[config.mk]
export PLATFORM = sky130hd
export DESIGN_NAME = serial_tx_channel
export DESIGN_NICKNAME = d
export VERILOG_FILES = /design/src/rtl/serial_tx_pkg.sv /design/src/rtl/tx_baud_gen.sv /design/src/rtl/tx_hold_reg.sv /design/src/rtl/tx_frame_engine.sv /design/src/rtl/tx_pin_drive.sv /design/src/rtl/serial_tx_channel.sv
export SDC_FILE = /design/constraint.sdc
export NUM_CORES = 1
export LEC_CHECK = 0
export BUFFER_PORTS_ARGS = -buffer_cell sky130_fd_sc_hd__buf_2
export CORE_AREA = 4 4 116 107
export CTS_CLUSTER_DIAMETER = 150
export DETAILED_ROUTE_END_ITERATION = 8
export DIE_AREA = 0 0 120 111
export MAX_ROUTING_LAYER = met4
export SYNTH_ARGS = -nofsm -noshare
export SYNTH_HDL_FRONTEND = slang
export SYNTH_SLANG_ARGS = --single-unit
[constraint.sdc]
create_clock -name clk -period 4.6 [get_ports clk]
set_input_delay 1.38 -clock clk [delete_from_list [all_inputs] [get_ports clk]]
set_output_delay 1.38 -clock clk [all_outputs]
set_load 0.02 [all_outputs]
[src/rtl/serial_tx_pkg.sv]
package serial_tx_pkg;

  localparam int CHAR_W = 8;

  typedef enum logic [2:0] {
    TX_IDLE,
    TX_WAIT,
    TX_START,
    TX_DATA,
    TX_PAR,
    TX_STOP
  } tx_phase_e;

  typedef struct packed {
    logic [1:0] len_code;
    logic [1:0] par_code;
    logic       stop_long;
  } frame_fmt_t;

  localparam logic [1:0] PAR_EVEN = 2'd1;
  localparam logic [1:0] PAR_ODD  = 2'd2;

  function automatic logic parity_on(input logic [1:0] code);
    return (code == PAR_EVEN) || (code == PAR_ODD);
  endfunction

  function automatic logic parity_of(input logic [CHAR_W-1:0] d,
                                     input logic [1:0] len,
                                     input logic [1:0] code);
    logic [CHAR_W-1:0] mask;
    logic x;
    mask = {CHAR_W{1'b1}} >> (2'd3 - len);
    x = ^(d & mask);
    return (code == PAR_ODD) ? ~x : x;
  endfunction

endpackage

[src/rtl/tx_baud_gen.sv]
module tx_baud_gen #(
  parameter int DIV_W = 16
) (
  input  logic             clk,
  input  logic             rst_n,
  input  logic             en,
  input  logic [DIV_W-1:0] divisor,
  output logic             tick
);

  logic [DIV_W-1:0] count_q;
  logic [DIV_W-1:0] reload;

  // zero wraps to all ones, giving 2**DIV_W cycles per tick
  assign reload = DIV_W'(divisor - 1'b1);
  assign tick   = en && (count_q == '0);

  always_ff @(posedge clk or negedge rst_n) begin
    if (!rst_n) begin
      count_q <= '0;
    end else if (en) begin
      if (count_q == '0) count_q <= reload;
      else               count_q <= count_q - 1'b1;
    end
  end


  tick_gap_chk: assert property (@(posedge clk) disable iff (!rst_n)
    (tick && divisor != DIV_W'(1)) |=> !tick);

endmodule

[src/rtl/tx_hold_reg.sv]
module tx_hold_reg #(
  parameter int W = 8
) (
  input  logic         clk,
  input  logic         rst_n,
  input  logic         in_valid,
  input  logic [W-1:0] in_data,
  output logic         in_ready,
  input  logic         take,
  output logic         full,
  output logic [W-1:0] data
);

  logic         full_q;
  logic [W-1:0] data_q;

  assign in_ready = !full_q;
  assign full     = full_q;
  assign data     = data_q;

  always_ff @(posedge clk or negedge rst_n) begin
    if (!rst_n) begin
      full_q <= 1'b0;
      data_q <= '0;
    end else begin
      if (take) full_q <= 1'b0;
      if (in_valid && !full_q) begin
        full_q <= 1'b1;
        data_q <= in_data;
      end
    end
  end


  accept_chk: assert property (@(posedge clk) disable iff (!rst_n)
    (in_valid && in_ready) |=> !in_ready);


  release_chk: assert property (@(posedge clk) disable iff (!rst_n)
    (take && full_q) |=> in_ready);

endmodule

[src/rtl/tx_frame_engine.sv]
module tx_frame_engine
  import serial_tx_pkg::*;
#(
  parameter int OVS = 16
) (
  input  logic              clk,
  input  logic              rst_n,
  input  logic              tick,
  input  logic              hold_full,
  input  logic [CHAR_W-1:0] hold_data,
  input  frame_fmt_t        fmt,
  output logic              take,
  output logic              line,
  output logic              idle
);

  localparam int SUB_W = $clog2(2 * OVS);
  localparam logic [SUB_W-1:0] BIT_LAST    = SUB_W'(OVS - 1);
  localparam logic [SUB_W-1:0] STOP1_LAST  = SUB_W'(OVS - 1);
  localparam logic [SUB_W-1:0] STOP15_LAST = SUB_W'(OVS + OVS / 2 - 1);
  localparam logic [SUB_W-1:0] STOP2_LAST  = SUB_W'(2 * OVS - 1);

  tx_phase_e         phase_q;
  logic [SUB_W-1:0]  sub_q;
  logic [CHAR_W-1:0] shreg_q;
  logic [2:0]        bit_idx_q;
  frame_fmt_t        fmt_q;
  logic              par_q;

  logic [2:0]        last_idx;
  logic [SUB_W-1:0]  stop_last;
  logic              bit_end;
  logic              stop_end;

  assign last_idx = 3'd4 + {1'b0, fmt_q.len_code};

  always_comb begin
    if (!fmt_q.stop_long)             stop_last = STOP1_LAST;
    else if (fmt_q.len_code == 2'd0)  stop_last = STOP15_LAST;
    else                              stop_last = STOP2_LAST;
  end

  assign bit_end  = tick && (sub_q == BIT_LAST);
  assign stop_end = tick && (phase_q == TX_STOP) && (sub_q == stop_last);
  assign take     = hold_full && ((phase_q == TX_IDLE) || stop_end);
  assign idle     = (phase_q == TX_IDLE);

  always_comb begin
    unique case (phase_q)
      TX_START: line = 1'b0;
      TX_DATA:  line = shreg_q[0];
      TX_PAR:   line = par_q;
      default:  line = 1'b1;
    endcase
  end

  always_ff @(posedge clk or negedge rst_n) begin
    if (!rst_n) begin
      phase_q   <= TX_IDLE;
      sub_q     <= '0;
      shreg_q   <= '0;
      bit_idx_q <= '0;
      fmt_q     <= '0;
      par_q     <= 1'b0;
    end else begin
      if (take) begin
        shreg_q   <= hold_data;
        fmt_q     <= fmt;
        par_q     <= parity_of(hold_data, fmt.len_code, fmt.par_code);
        bit_idx_q <= '0;
      end
      unique case (phase_q)
        TX_IDLE: begin
          if (hold_full) phase_q <= TX_WAIT;
        end
        TX_WAIT: begin
          if (tick) begin
            phase_q <= TX_START;
            sub_q   <= '0;
          end
        end
        TX_START: begin
          if (bit_end) begin
            phase_q <= TX_DATA;
            sub_q   <= '0;
          end else if (tick) begin
            sub_q <= sub_q + 1'b1;
          end
        end
        TX_DATA: begin
          if (bit_end) begin
            sub_q <= '0;
            if (bit_idx_q == last_idx) begin
              phase_q <= parity_on(fmt_q.par_code) ? TX_PAR : TX_STOP;
            end else begin
              bit_idx_q <= bit_idx_q + 1'b1;
              shreg_q   <= shreg_q >> 1;
            end
          end else if (tick) begin
            sub_q <= sub_q + 1'b1;
          end
        end
        TX_PAR: begin
          if (bit_end) begin
            phase_q <= TX_STOP;
            sub_q   <= '0;
          end else if (tick) begin
            sub_q <= sub_q + 1'b1;
          end
        end
        TX_STOP: begin
          if (stop_end) begin
            sub_q   <= '0;
            phase_q <= hold_full ? TX_START : TX_IDLE;
          end else if (tick) begin
            sub_q <= sub_q + 1'b1;
          end
        end
        default: phase_q <= TX_IDLE;
      endcase
    end
  end


  wait_start_chk: assert property (@(posedge clk) disable iff (!rst_n)
    (phase_q == TX_WAIT && tick) |=> (phase_q == TX_START));


  stop_len_chk: assert property (@(posedge clk) disable iff (!rst_n)
    (phase_q == TX_STOP) |-> (sub_q <= stop_last));


  fmt_hold_chk: assert property (@(posedge clk) disable iff (!rst_n)
    (phase_q inside {TX_START, TX_DATA, TX_PAR}) |=> $stable(fmt_q));

endmodule

[src/rtl/tx_pin_drive.sv]
module tx_pin_drive (
  input  logic clk,
  input  logic rst_n,
  input  logic line,
  input  logic force_break,
  input  logic loopback,
  output logic txd,
  output logic loop_txd
);

  logic txd_q;
  logic loop_q;
  logic past_ok;

  assign txd      = txd_q;
  assign loop_txd = loop_q;

  always_ff @(posedge clk or negedge rst_n) begin
    if (!rst_n) begin
      txd_q   <= 1'b1;
      loop_q  <= 1'b1;
      past_ok <= 1'b0;
    end else begin
      past_ok <= 1'b1;
      if (force_break)   txd_q <= 1'b0;
      else if (loopback) txd_q <= 1'b1;
      else               txd_q <= line;
      loop_q <= loopback ? line : 1'b1;
    end
  end


  break_chk: assert property (@(posedge clk) disable iff (!rst_n)
    (past_ok && $past(force_break)) |-> !txd);


  loop_hold_chk: assert property (@(posedge clk) disable iff (!rst_n)
    (past_ok && $past(loopback && !force_break)) |-> txd);

endmodule

[src/rtl/serial_tx_channel.sv]
module serial_tx_channel
  import serial_tx_pkg::*;
#(
  parameter int DIV_W = 16,
  parameter int OVS   = 16
) (
  input  logic              clk,
  input  logic              rst_n,
  input  logic              clk_en,
  input  logic [DIV_W-1:0]  divisor,
  input  logic [1:0]        data_len,
  input  logic [1:0]        par_mode,
  input  logic              stop_long,
  input  logic              force_break,
  input  logic              loopback,
  input  logic              in_valid,
  input  logic [CHAR_W-1:0] in_data,
  output logic              in_ready,
  output logic              hold_empty,
  output logic              tx_empty,
  output logic              txd,
  output logic              loop_txd
);

  logic              tick;
  logic              take;
  logic              hold_full;
  logic [CHAR_W-1:0] hold_data;
  logic              line;
  logic              idle;
  frame_fmt_t        fmt;

  assign fmt.len_code  = data_len;
  assign fmt.par_code  = par_mode;
  assign fmt.stop_long = stop_long;

  tx_baud_gen #(.DIV_W(DIV_W)) u_baud (
    .clk     (clk),
    .rst_n   (rst_n),
    .en      (clk_en),
    .divisor (divisor),
    .tick    (tick)
  );

  tx_hold_reg #(.W(CHAR_W)) u_hold (
    .clk      (clk),
    .rst_n    (rst_n),
    .in_valid (in_valid),
    .in_data  (in_data),
    .in_ready (in_ready),
    .take     (take),
    .full     (hold_full),
    .data     (hold_data)
  );

  tx_frame_engine #(.OVS(OVS)) u_engine (
    .clk       (clk),
    .rst_n     (rst_n),
    .tick      (tick),
    .hold_full (hold_full),
    .hold_data (hold_data),
    .fmt       (fmt),
    .take      (take),
    .line      (line),
    .idle      (idle)
  );

  tx_pin_drive u_pin (
    .clk         (clk),
    .rst_n       (rst_n),
    .line        (line),
    .force_break (force_break),
    .loopback    (loopback),
    .txd         (txd),
    .loop_txd    (loop_txd)
  );

  assign hold_empty = !hold_full;
  assign tx_empty   = !hold_full && idle;

endmodule

==> summary.txt, run 1 <==
Run status
  • Outcome: complete, no violations

Global routing
  • Largest net degree at the start of global routing: 36
  • Via count of the first global-routing pass: 2689
  • GRT Resource Usage Total: 11.9%
  • Number of antenna violations at the first check in global routing: 0
  • Total gr overflow: 0
  • Global-route wire length before repair: 13.1 mm

Setup path
  • Slowest library cell on the worst path: sky130_fd_sc_hd__a31oi_2
  • Startpoint type of the worst setup path: input port
  • Critical-path cell list: buf_2, inv_1, nor3_4, a31oi_2, mux2i_1, a21oi_1
  • Critical R2R Capture: u_baud.count_q[12]$_DFFE_PN0P_
  • Startpoint of the most critical register-to-register path: u_baud.count_q[11]$_DFFE_PN0P_
  • Worst-path fanout max: 19
  • Longest individual stage delay on the worst path: 990 ps
  • Crit path capture type: flip-flop
  • Worst path top cell family by delay: compound AO/OA/AOI/OAI gates
  • Worst Path Buf+Inv: 2
  • R2R setup slack: 1510 ps
  • First element of the critical path: clk_en
  • Worst Path Required: 4740 ps
  • Crit Path Class: in -> reg
  • Depth of the worst register-to-register path: 9
  • Worst EP arrival: 3290 ps

Synth
  • Top cells by count, synth: 50 x sky130_fd_sc_hd__dfrtp_1, 37 x sky130_fd_sc_hd__nor2_1, 26 x sky130_fd_sc_hd__a21oi_1, 26 x sky130_fd_sc_hd__nand2_1, 15 x sky130_fd_sc_hd__o21ai_0
  • Mapped cell area: 0.00316 mm2
  • Unique cell type count in the Yosys netlist: 61
  • Syn Nets: 383
  • Sequential share of the synthesized area: 41.3%
  • Number of enable-type register cells in the synthesized netlist: 0
  • Top FF cell, synth: sky130_fd_sc_hd__dfrtp_1
  • Synth Register Bits: 52
  • Area fraction of the dominant cell type after synthesis: 39.6%
  • Leading cell type by number of instances after synthesis: sky130_fd_sc_hd__dfrtp_1
  • Ranking of synthesized cells by area: sky130_fd_sc_hd__dfrtp_1 40%, sky130_fd_sc_hd__nor2_1 4.4%, sky130_fd_sc_hd__a21oi_1 4.1%, sky130_fd_sc_hd__mux2_2 3.2%, sky130_fd_sc_hd__nand2_1 3.1%
  • Syn Inst Count: 344
  • Mapped Avg Cell Area: 9.18 um2
  • Post-synth ARST share: 100%
  • Largest area contributor in the netlist: sky130_fd_sc_hd__dfrtp_1
  • Total of warnings raised by yosys: 0

Placement
  • Total half-perimeter wirelength after legalization and detailed placement: 5.61 mm
  • Number of port buffers: 39
  • RD Place Congestion: 0.854
  • Post-Place Setup Slack: 1130 ps

STA
  • Total Neg Setup Slack: 0 ps
  • Number of hold violations in the final report: 0
  • Total of endpoints with negative setup slack in the final report: 0
  • Max-slew violation count: 0
  • Final worst clock skew: 7.76 ps
  • Minimum clock period after layout: 3150 ps
  • Worst slew margin: 19.4%
  • Period utilization: 68.5%
  • Worst path setup slack after routing: 1450 ps
  • Unrepaired setup endpoints after global routing: false
  • Fmax achieved: 317 MHz
  • Slew of the pin with the lowest slew margin: 1200 ps

Detailed routing
  • Post-route DRC violation count: 0
  • Highest signal layer in the routed design: met4
  • DRT iter0 DRCs: 242
  • Post-detailed-routing wire length: 7.56 mm
  • Met2 wire length: 3.45 mm
  • First-pass iteration count of the detailed router: 4
  • Met3 routed wirelength: 429 um
  • Wire length per cell after detailed routing: 14.3 um
  • Avg Vias per Cell: 5.22
  • Remaining antenna violation count after routing: 0
  • Via count of the routed design: 2759
  • Met1 Wirelength: 3.66 mm

Floorplanning
  • Die outline height: 111 um
  • Total number of placement rows: 37
  • Core outline area: 0.0112 mm2
  • Die Footprint: 0.0133 mm2
  • Number of placed I/O pins: 40
  • Starting density of the core: 28.1%
  • Horizontal die dimension: 120 um

CTS
  • Hold-fix buffer count after cts: 0
  • TritonCTS clock tree: built
  • Clock Sinks: 52
  • Number of buffers created by CTS: 5
  • Number of buffers inserted by post-CTS setup repair: 0
  • Buffers from clock root to sink, at most: 2
  • Cells resized by post-CTS repair: 0
  • Cell at the root of the clock tree: sky130_fd_sc_hd__clkbuf_16
  • Clock transition at the register clock pins on the worst setup and hold paths after CTS: 70 ps
  • Number of levels in the clock H-tree: 2
  • Clock insertion delay at the later pin of the skew report: 290 ps

Power and ir drop
  • Share of power burned in combinational logic: 29.1%
  • Reported leakage power: 0.00159 uW
  • Clock network fraction of design power: 26.8%
  • Cell Int Power: 903 uW
  • Power density relative to cell area: 389 mW/mm2
  • Seq pwr share: 44.1%
  • P_sw: 506 uW
  • Switching portion of total power: 35.9%
  • Maximum resistive drop on vdd: 211 uV

Final layout
  • Share of layout cells above drive strength 1: 18.8%
  • Number of antenna diodes: 0
  • Area added between synthesis and finish: 14.5%
  • Fin nets: 411

Min path
  • Hold Path Depth: 2
  • Worst min-delay path class: reg -> reg
  • Startpoint of the tightest hold check path: u_engine.par_q$_DFFE_PN0P_
  • Worst-case hold path end point: u_engine.par_q$_DFFE_PN0P_

Flow run
  • Number of max-capacitance violations reported: 0
==> registers in the layout, indices dropped and copies added (netlist names) <==
register / flops
u_engine.phase_q: 3
u_hold.full: 1
u_engine.fmt_q: 5
u_pin.txd: 1
u_engine.bit_idx_q: 3
u_hold.data: 8
u_pin.loop_txd: 1
u_engine.sub_q: 5
u_engine.shreg_q: 8
u_baud.count_q: 16
u_engine.par_q: 1
==> cell usage in the layout, fill, tap and decap left out, types with 8 or more instances in the layout <==
cell,n
sky130_fd_sc_hd__a21oi_1,26
sky130_fd_sc_hd__nand2_1,26
sky130_fd_sc_hd__mux2_2,9
sky130_fd_sc_hd__buf_2,39
sky130_fd_sc_hd__xnor2_1,10
sky130_fd_sc_hd__mux2i_1,8
sky130_fd_sc_hd__nor3_1,12
sky130_fd_sc_hd__nor2_1,37
sky130_fd_sc_hd__o21ai_0,15
sky130_fd_sc_hd__dfrtp_1,50
==> layer usage <==
layer	track usage, %	vias to the layer above
li1	-	1343
met1	16.5	1333
met2	18.3	79
met3	2.81	4
met4	1.30	0
met5	-	-
==> through the flow <==
| step | hold slack (ps) | power, uW | utilization [%] | instances | cell area [um2] |
|---|---|---|---|---|---|
| 3_3_place_gp | 473 | 1020 | 30.9 | 521 | 3470 |
| 4_1_cts | 493 | 1420 | 32.2 | 529 | 3620 |
| 3_5_place_dp | 476 | 1030 | 30.9 | 521 | 3470 |
| 2_1_floorplan | 456 | 920 | - | 344 | 3160 |
| 6_report | 484 | 1410 | 32.2 | 529 | 3620 |
| 5_1_grt | 555 | 1520 | 32.2 | 529 | 3620 |
==> final cells by class <==
class / instances / area (um2)
fillers: 1164 / 7630
multi-input cells: 264 / 1730
flip-flops and latches: 52 / 1300
repair buffers: 42 / 218
well taps: 156 / 195
clock buffers: 5 / 125
inverters: 7 / 26.3
clock inverters: 3 / 22.5
==> worst max path at each step <==
stage,depth (start not counted),end,slack [ps]
final,6,u_engine.shreg_q[6]$_DFF_PN0_,1450
after detailed placement,6,u_engine.shreg_q[6]$_DFF_PN0_,1130
after global placement,6,u_engine.shreg_q[3]$_DFF_PN0_,1170
after CTS,6,u_engine.shreg_q[6]$_DFF_PN0_,1440
after floorplan,7,u_baud.count_q[12]$_DFFE_PN0P_,1480
after global routing,6,u_engine.shreg_q[5]$_DFF_PN0_,1210
==> kinds of logic after synthesis <==
kind of cell    synth area share [%]
compound gates                  21.5
mux                             7.88
xor+xnor                        3.33
buf+inv                         4.24
flops                           41.3
fa+ha+maj                       1.58
simple gates                    20.2
==> worst min-delay path, delay by kind of cell, from the launching register on <==
| kind | cells | cell delay (ps) |
|---|---|---|
| and+or+nand+nor | 1 | 50 |
| DFF | 1 | 340 |
| AOI/OAI and AO/OA | 1 | 60 |
==> power groups by stage <==
stage / clock network, uW / logic, uW / registers [uW]
after floorplan: 0 / 327 / 593
after global placement: 0 / 396 / 626
after detailed placement: 0 / 405 / 628
after CTS: 391 / 410 / 619
after global routing: 417 / 469 / 636
final: 378 / 410 / 621
Note: power is estimated with default switching activity, not from simulation.
==> run 2: changes to the inputs <==
Clock period 4.6 ns to 2.85 ns, I/O delays scaled along.
==> run 2 against run 1 <==
Sequential power increased by 59%. Largest power group unchanged. Global-route usage increased by 0.67 points. Sequential share of layout area is 1.6 points lower. Die area did not move. Critical path depth increased by 2. Total power grew 75%. First-iteration DRC count decreased by 12%.
==> summary.txt, run 2 (same netlist as run 1, synthesis figures left out) <==
Run status
  • Outcome: complete, no violations (unchanged)

Setup path
  • Worst Path Buf+Inv: 0 (was 2)
  • Worst-path fanout max: 8 (was 19)
  • Longest individual stage delay on the worst path: 570 ps (was 990 ps)
  • First element of the critical path: u_baud.count_q[10]$_DFFE_PN0P_ (was clk_en)
  • Crit path capture type: flip-flop (unchanged)
  • Crit. path cell count: 8 (was 6)
  • Worst EP arrival: 2860 ps (was 3290 ps)
  • Startpoint type of the worst setup path: flip-flop (was input port)
  • Crit Path Class: reg -> reg (was in -> reg)
  • Startpoint of the most critical register-to-register path: u_baud.count_q[10]$_DFFE_PN0P_ (was u_baud.count_q[11]$_DFFE_PN0P_)
  • Depth of the worst register-to-register path: 8 (was 9)
  • Critical-path cell list: or4_1, nor2_1, a21oi_1, ha_1, o311ai_1, or4_1, or3_1, a311oi_2 (was buf_2, inv_1, nor3_4, a31oi_2, mux2i_1, a21oi_1)
  • Critical R2R Capture: u_baud.count_q[12]$_DFFE_PN0P_ (unchanged)
  • Slowest library cell on the worst path: sky130_fd_sc_hd__or4_1 (was sky130_fd_sc_hd__a31oi_2)
  • Most frequent cell on the critical path: sky130_fd_sc_hd__or4_1
  • R2R setup slack: 190 ps (was 1510 ps)
  • Worst path top cell family by delay: simple AND/OR/NAND/NOR gates (was compound AO/OA/AOI/OAI gates)
  • Worst setup path endpoint: u_baud.count_q[12]$_DFFE_PN0P_ (was u_engine.shreg_q[6]$_DFF_PN0_)
  • Worst Path Required: 3050 ps (was 4740 ps)

STA
  • Number of hold violations in the final report: 0 (unchanged)
  • Unrepaired setup endpoints after global routing: false (unchanged)
  • Period utilization: 93.3%
  • Max-slew violation count: 0 (unchanged)
  • Total Neg Setup Slack: 0 ps (unchanged)
  • Final worst clock skew: 5.78 ps (was 7.76 ps)
  • Slew of the pin with the lowest slew margin: 550 ps (was 1200 ps)
  • Minimum clock period after layout: 2660 ps
  • Fmax achieved: 376 MHz
  • Worst slew margin: 63.0% (was 19.4%)
  • Hold slack final: 447 ps (was 484 ps)
  • Total of endpoints with negative setup slack in the final report: 0 (unchanged)

Final layout
  • Most frequent cells in the layout: 48 x sky130_fd_sc_hd__dfrtp_1, 39 x sky130_fd_sc_hd__buf_2, 37 x sky130_fd_sc_hd__nor2_1 (was 50 x sky130_fd_sc_hd__dfrtp_1, 39 x sky130_fd_sc_hd__buf_2, 37 x sky130_fd_sc_hd__nor2_1)
  • Max reg flops: 16 (unchanged)
  • Share of layout cells above drive strength 1: 23.4% (was 18.8%)
  • Area added between synthesis and finish: 20.2% (was 14.5%)
  • Fin nets: 431 (was 411)
  • Final standard cell utilization of the core: 33.8% (was 32.2%)
  • Commonest non-fill, non-tap cell in the layout: sky130_fd_sc_hd__dfrtp_1 (unchanged)
  • Number of antenna diodes: 0 (unchanged)
  • Largest register by flop count: u_baud.count_q (unchanged)

Power and ir drop
  • Seq pwr share: 40.1% (was 44.1%)
  • Clock network fraction of design power: 28.5% (was 26.8%)
  • Reported leakage power: 0.00169 uW (was 0.00159 uW)
  • Power density relative to cell area: 649 mW/mm2 (was 389 mW/mm2)
  • Share of power burned in combinational logic: 31.3% (was 29.1%)
  • Cell Int Power: 1630 uW (was 903 uW)
  • Maximum resistive drop on vdd: 236 uV (was 211 uV)
  • Overall power of the completed layout: 2470 uW (was 1410 uW)
  • Switching portion of total power: 34.1% (was 35.9%)
  • P_sw: 840 uW (was 506 uW)

Floorplanning
  • Core outline area: 0.0112 mm2 (unchanged)
  • Starting density of the core: 28.1% (unchanged)
  • Number of placed I/O pins: 40 (unchanged)
  • Total number of placement rows: 37 (unchanged)
  • Horizontal die dimension: 120 um (unchanged)
  • Die outline height: 111 um (unchanged)
  • Die Footprint: 0.0133 mm2 (unchanged)

Detailed routing
  • Avg Vias per Cell: 5.20 (was 5.22)
  • Post-route DRC violation count: 0 (unchanged)
  • Post-detailed-routing wire length: 8.08 mm (was 7.56 mm)
  • First-pass iteration count of the detailed router: 5 (was 4)
  • Wire length per cell after detailed routing: 14.7 um (was 14.3 um)
  • DRT iter0 DRCs: 214 (was 242)
  • Remaining antenna violation count after routing: 0 (unchanged)
  • Via count of the routed design: 2857 (was 2759)

CTS
  • Clock transition at the register clock pins on the worst setup and hold paths after CTS: 70 ps (about the same)
  • Hold-fix buffer count after cts: 0 (unchanged)
  • Buffers from clock root to sink, at most: 2 (unchanged)
  • Cell at the root of the clock tree: sky130_fd_sc_hd__clkbuf_16 (unchanged)
  • TritonCTS clock tree: built (unchanged)
  • Number of buffers created by CTS: 5 (unchanged)
  • Number of buffers inserted by post-CTS setup repair: 0 (unchanged)
  • Clock insertion delay at the later pin of the skew report: 290 ps (about the same)
  • Clock Sinks: 52 (unchanged)
  • Number of levels in the clock H-tree: 2 (unchanged)

Global routing
  • Total gr overflow: 0 (unchanged)
  • Largest net degree at the start of global routing: 27 (was 36)
  • Global-route wire length before repair: 13.5 mm (was 13.1 mm)
  • Via count of the first global-routing pass: 2782 (was 2689)
  • Number of antenna violations at the first check in global routing: 0 (unchanged)
  • GRT Resource Usage Total: 12.6% (was 11.9%)

Placement
  • Total half-perimeter wirelength after legalization and detailed placement: 6.14 mm (was 5.61 mm)
  • Number of port buffers: 39 (unchanged)
  • RD Place Congestion: 0.919 (was 0.854)

Flow run
  • Number of max-capacitance violations reported: 0 (unchanged)

Min path
  • Worst min-delay path class: in -> async (was reg -> reg)
## run 2: cell count changes in the layout (fill, tap and decap cells not counted), sizes merged
cell	before	now
clkbuf	5	6
clkinv	2	0
bufinv	0	1
buf	42	62
## run 2: power by group through the flow
stage	logic (uW)	clock network, uW	registers, uW
after global placement	757	0	993
after CTS	767	721	984
final	772	704	989
after detailed placement	760	0	998
after global routing	867	764	1010
after floorplan	528	0	958
## run 2: repair_timing
| item | CTS | global route |
|---|---|---|
| endpoints found under the hold margin | 0 | 0 |
| endpoints found under the setup margin | 0 | 1 |
| resized for setup | 0 | 3 |
## run 2: cell type report
| class | count | area [um2] |
|---|---|---|
| Multi-Input combinational cell | 264 | 1730 |
| Clock inverter | 2 | 38.8 |
| Tap cell | 156 | 195 |
| Inverter | 7 | 26.3 |
| Sequential cell | 52 | 1310 |
| Timing Repair Buffer | 62 | 368 |
| Clock buffer | 6 | 129 |
| Fill cell | 1178 | 7450 |
## run 2: worst min path at each step
stage / cells past startpoint / to / start / slack (ps)
finish: 1 / u_baud.count_q[1]$_DFFE_PN0P_ / rst_n / 450
CTS: 1 / u_baud.count_q[1]$_DFFE_PN0P_ / rst_n / 460
global route: 1 / u_baud.count_q[1]$_DFFE_PN0P_ / rst_n / 480
global placement: 2 / u_engine.par_q$_DFFE_PN0P_ / u_engine.par_q$_DFFE_PN0P_ / 470
detailed placement: 2 / u_engine.par_q$_DFFE_PN0P_ / u_engine.par_q$_DFFE_PN0P_ / 480
floorplan: 2 / u_engine.par_q$_DFFE_PN0P_ / u_engine.par_q$_DFFE_PN0P_ / 460
## run 2: layer usage
layer / vias up / global-route usage (%) / routed length [um]
met1: 1381 / 16.8 / 3830
li1: 1380 / - / -
met5: - / - / 0
met2: 88 / 19.6 / 3720
met3: 8 / 2.91 / 481
met4: 0 / 2.60 / 55
## run 2: metrics by stage
step,cell area [um2],std cells,setup WS [ps]
final,3800,549,192
after global routing,3800,549,6.50
after CTS,3790,549,149
after detailed placement,3620,541,-1.07
after global placement,3620,541,101
after floorplan,3160,344,15.9
